==> src/rtl/dr_pkg.sv <==
package dr_pkg;

    typedef struct packed {
        logic t;
        logic f;
    } drail_t;

    // One rail of a two-input hysteresis gate: sets when both inputs are high,
    // clears when both are low, otherwise keeps its state.
    function automatic logic hyst2(input logic a, input logic b, input logic q);
        if (a && b)
            return 1'b1;
        if (!a && !b)
            return 1'b0;
        return q;
    endfunction

    function automatic drail_t rst_code(input logic is_data, input logic val);
        drail_t c;
        c.t = is_data & val;
        c.f = is_data & ~val;
        return c;
    endfunction

endpackage

==> src/rtl/dr_bit_cell.sv <==
module dr_bit_cell
    import dr_pkg::*;
#(
    parameter logic RST_IS_DATA = 1'b0,
    parameter logic RST_VAL     = 1'b0
) (
    input  logic   clk,
    input  logic   rst,
    input  logic   req,
    input  drail_t d,
    output drail_t q,
    output logic   empty
);
    localparam drail_t RST_Q = rst_code(RST_IS_DATA, RST_VAL);

    always_ff @(posedge clk) begin
        if (rst) begin
            q <= RST_Q;
        end else begin
            q.t <= hyst2(d.t, req, q.t);
            q.f <= hyst2(d.f, req, q.f);
        end
    end

    // Empty flag: high when neither rail is set.
    assign empty = ~(q.t | q.f);

endmodule

==> src/rtl/dr_cmpl_tree.sv <==
module dr_cmpl_tree #(
    parameter int   N      = 8,
    parameter logic RST_KO = 1'b1
) (
    input  logic         clk,
    input  logic         rst,
    input  logic [N-1:0] empty,
    output logic         ack
);
    localparam int LVL = (N > 1) ? $clog2(N) : 0;
    localparam int P   = 1 << LVL;

    // Heap-indexed reduction: node k combines children 2k and 2k+1.
    logic [2*P-1:1] all_null;
    logic [2*P-1:1] all_data;

    for (genvar i = 0; i < P; i++) begin : g_leaf
        if (i < N) begin : g_real
            assign all_null[P+i] = empty[i];
            assign all_data[P+i] = ~empty[i];
        end else begin : g_pad
            assign all_null[P+i] = 1'b1;
            assign all_data[P+i] = 1'b1;
        end
    end

    for (genvar k = 1; k < P; k++) begin : g_node
        assign all_null[k] = all_null[2*k] & all_null[2*k+1];
        assign all_data[k] = all_data[2*k] & all_data[2*k+1];
    end

    always_ff @(posedge clk) begin
        if (rst)
            ack <= RST_KO;
        else if (all_null[1])
            ack <= 1'b1;
        else if (all_data[1])
            ack <= 1'b0;
    end

endmodule

==> src/rtl/dr_reg_stage.sv <==
module dr_reg_stage
    import dr_pkg::*;
#(
    parameter int               WIDTH         = 8,
    parameter logic [WIDTH-1:0] RST_DATA_MASK = '0,
    parameter logic [WIDTH-1:0] RST_DATA_VAL  = '0
) (
    input  logic             clk,
    input  logic             rst,
    input  logic             nxt_req,
    input  logic [WIDTH-1:0] din_t,
    input  logic [WIDTH-1:0] din_f,
    output logic [WIDTH-1:0] dout_t,
    output logic [WIDTH-1:0] dout_f,
    output logic             prv_ack
);
    // Acknowledge starts low only when the whole word resets to DATA.
    localparam logic KO_RST = ~(&RST_DATA_MASK);

    logic [WIDTH-1:0] bit_empty;

    for (genvar i = 0; i < WIDTH; i++) begin : g_bit
        drail_t d_i;
        drail_t q_i;

        assign d_i = '{t: din_t[i], f: din_f[i]};

        dr_bit_cell #(
            .RST_IS_DATA(RST_DATA_MASK[i]),
            .RST_VAL    (RST_DATA_VAL[i])
        ) u_cell (
            .clk  (clk),
            .rst  (rst),
            .req  (nxt_req),
            .d    (d_i),
            .q    (q_i),
            .empty(bit_empty[i])
        );

        assign dout_t[i] = q_i.t;
        assign dout_f[i] = q_i.f;
    end

    dr_cmpl_tree #(
        .N     (WIDTH),
        .RST_KO(KO_RST)
    ) u_tree (
        .clk  (clk),
        .rst  (rst),
        .empty(bit_empty),
        .ack  (prv_ack)
    );

endmodule

==> config.mk <==
export PLATFORM = sky130hd
export DESIGN_NAME = dr_reg_stage
export DESIGN_NICKNAME = d
export VERILOG_FILES = /design/src/rtl/dr_pkg.sv /design/src/rtl/dr_bit_cell.sv /design/src/rtl/dr_cmpl_tree.sv /design/src/rtl/dr_reg_stage.sv
export SDC_FILE = /design/constraint.sdc
export NUM_CORES = 1
export LEC_CHECK = 0
export BUFFER_PORTS_ARGS = -buffer_cell sky130_fd_sc_hd__buf_2
export CAP_MARGIN = 15
export CORE_UTILIZATION = 46
export DETAILED_ROUTE_END_ITERATION = 8
export PLACE_DENSITY = 0.8
export SKIP_CTS_REPAIR_TIMING = 1
export SKIP_LAST_GASP = 1
export SYNTH_ARGS = -nofsm -noshare
export SYNTH_HDL_FRONTEND = slang
export SYNTH_SLANG_ARGS = --single-unit
export TNS_END_PERCENT = 10
==> constraint.sdc <==
create_clock -name clk -period 1.17 [get_ports clk]
set_input_delay 0.0585 -clock clk [delete_from_list [all_inputs] [get_ports clk]]
set_output_delay 0.0585 -clock clk [all_outputs]
set_load 0.005 [all_outputs]
==> results.py <==
metrics = {
    "placed_design": {
        "dp_hpwl_um": 1390,
        "pre_cts_ws_ns": -0.127,
        "port_buffers": 35,
        "gp_congestion": 0.673,
    },
    "yosys": {
        "synth_nets": 150,
        "yosysTopAreaCell": "dfxtp_1",
        "synth_ff_type": "dfxtp_1",
        "synth_common_cells": "41 x nor2_1, 17 x dfxtp_1, 17 x inv_1",
        "syn_area_um2": 897,
        "synth-seq-area-share": 0.379,
        "synth-seq-cells": 17,
        "syn-instance-count": 115,
        "yosysWarnings": 0,
        "synth_area_leaders": "dfxtp_1 38%, ha_1 22%, nor2_1 17%",
        "syn_area_per_cell_um2": 7.80,
        "synth.most_common_cell": "nor2_1",
        "async_flop_share": 0,
        "synth_cell_types": 11,
        "synth.top_cell.area_share": 0.379,
        "synth_edf_count": 0,
    },
    "die": {
        "die-area_um2": 2130,
        "die_h_um": 46.2,
        "start_util": 0.503,
        "boundaryPins": 36,
        "chipWidth_um": 46.2,
        "core_area_um2": 1780,
        "row_count": 15,
    },
    "power_and_ir_drop": {
        "p_leak_nw": 0.634,
        "ir_worst_vdd_mv": 0.592,
        "powerDensity_nw_per_um2": 1130,
    },
    "global_routing": {
        "grt_remaining_overflow": 0,
        "antenna_found_initial": 0,
        "grt_use_total": 0.185,
        "grt_max_degree": 18,
        "grt_pass1_wl_um": 2840,
        "first_global_vias": 761,
    },
    "worst_setup_path": {
        "endpoint_kind": "flip-flop",
        "critPathTopFamily": "simple AND/OR/NAND/NOR gates",
        "worstPathBufferInverterCount": 0,
        "cpMaxStageDelayCell": "dfxtp_2",
        "cp-start-kind": "flip-flop",
        "critPathMaxFanout": 3,
        "arrival_ns": 1.29,
        "timing.setup.critical_path_class": "flip-flop to flip-flop",
        "cp.required_ns": 1.35,
        "crit_path_max_incr_delay_ns": 0.36,
        "cp_cell_sequence": "nor2_2, nor4_2, nand2_1, a211o_1",
    },
    "clock_network": {
        "cts_tree": "built",
        "clk-insertion-delay-late_ns": 0.28,
        "cts.clk_slew.worst_paths_ns": 0.09,
        "cts_buffers": 3,
        "clockBufferDepth": 2,
        "cts_sinks": 17,
        "root_buffer": "clkbuf_4",
        "cts_max_level": 1,
    },
    "timing": {
        "post-route-period-util": 0.953,
        "setup_viol_count_final": 0,
        "hold_viol_final": 0,
        "rsz0062_at_grt": "yes",
        "tightest_slew_ns": 0.576,
        "setup_slack_ns": 0.0550,
        "max_slew_margin": 0.616,
        "fin_skew_ns": 0.00139,
        "fin_tns_setup_ns": 0,
        "slew_viol_final": 0,
        "fmax_mhz": 897,
        "finalCriticalPeriod_ns": 1.11,
    },
    "routing": {
        "drtPass1Iterations": 4,
        "drc": 0,
        "detail_route.iter0.violations": 3,
        "num_vias": 843,
        "finalWirelength_um": 1780,
        "wl_per_cell_um": 9.98,
        "viasPerCell": 4.74,
        "ant_nets": 0,
    },
    "status": {
        "status": "finished clean",
    },
    "flow_run": {
        "cap_violations": 0,
    },
    "finish": {
        "nets": 189,
        "layout-drive-gt1-share": 0.340,
        "syn_to_final_growth_pct": 27.5,
        "antenna_cells": 0,
    },
    "min_path": {
        "hold_path_class": "input port to flip-flop",
    },
}
-- routing by layer --
layer  share of wire  routed length (µm)  GRT usage
met1            0.44                 790      0.212
met2            0.50                 884      0.341
met3           0.048                  85     0.0235
met4          0.0090                  16     0.0706
met5               0                   0          0
-- final cells by class --
cell class	instances	area, µm²
inverter	17	63.8
multi-input combinational	79	487
fill	174	639
tap	25	31.3
clock buffer	4	26.3
timing repair buffer	36	183
sequential	17	353
-- registers in the layout, summed over array words and instances, names as in the netlist --
signal / flops
u_tree.ack: 1
g_bit.u_cell.q: 16
-- cells in the final DEF, fill, tap and decap left out --
master	instances
a211o_1	1
a21oi_1	16
buf_2	35
buf_4	1
clkbuf_1	1
clkbuf_4	3
dfxtp_1	7
dfxtp_2	10
ha_1	16
inv_1	17
nand2_1	1
nand4_1	2
nor2_1	40
nor2_2	1
nor4_2	2
-- path summary, 6_finish.rpt --
path	startpoint	to	slack (ns)	depth (start not counted)
setup / recovery	g_bit[0].u_cell.q[0]$_SDFFE_PP0P_	u_tree.ack$_SDFFE_PP1P_	0.06	4
hold / removal	rst	g_bit[6].u_cell.q[0]$_SDFFE_PP0P_	0.13	2
setup reg to reg	g_bit[0].u_cell.q[0]$_SDFFE_PP0P_	u_tree.ack$_SDFFE_PP1P_	0.06	4
hold reg to reg	g_bit[6].u_cell.q[1]$_SDFFE_PP0P_	g_bit[6].u_cell.q[1]$_SDFFE_PP0P_	0.49	2
-- stage by stage --
step | std cells | utilization | cell area [µm²] | hold WS, ns | total power, W
final | 178 | 0.641 | 1140 | 0.133 | 0.00129
after global routing | 178 | 0.641 | 1140 | 0.145 | 0.00139
after CTS | 177 | 0.629 | 1120 | 0.139 | 0.00129
after detailed placement | 173 | 0.614 | 1090 | 0.436 | 0.000990
after global placement | 173 | 0.614 | 1090 | 0.426 | 0.000971
after floorplan | 115 | - | 897 | 0.337 | 0.000873
-- power breakdown --
group / internal [W] / switching (W) / total (W)
clock: 0.000132 / 0.000172 / 0.000304
sequential: 0.000637 / 0.0000368 / 0.000674
combinational: 0.000148 / 0.000167 / 0.000315
total: 0.000918 / 0.000376 / 0.00129
-- cells by family (layout without fill, tap and decap cells) --
| kind of cell | after synthesis | count (layout) | share of synthesized area |
|---|---|---|---|
| buf+inv | 19 | 57 | 0.0809 |
| compound gates | 17 | 17 | 0.0990 |
| flops | 17 | 17 | 0.379 |
| simple gates | 46 | 46 | 0.218 |
| fa+ha+maj | 16 | 16 | 0.223 |
Power figures use the tool's default switching activity.
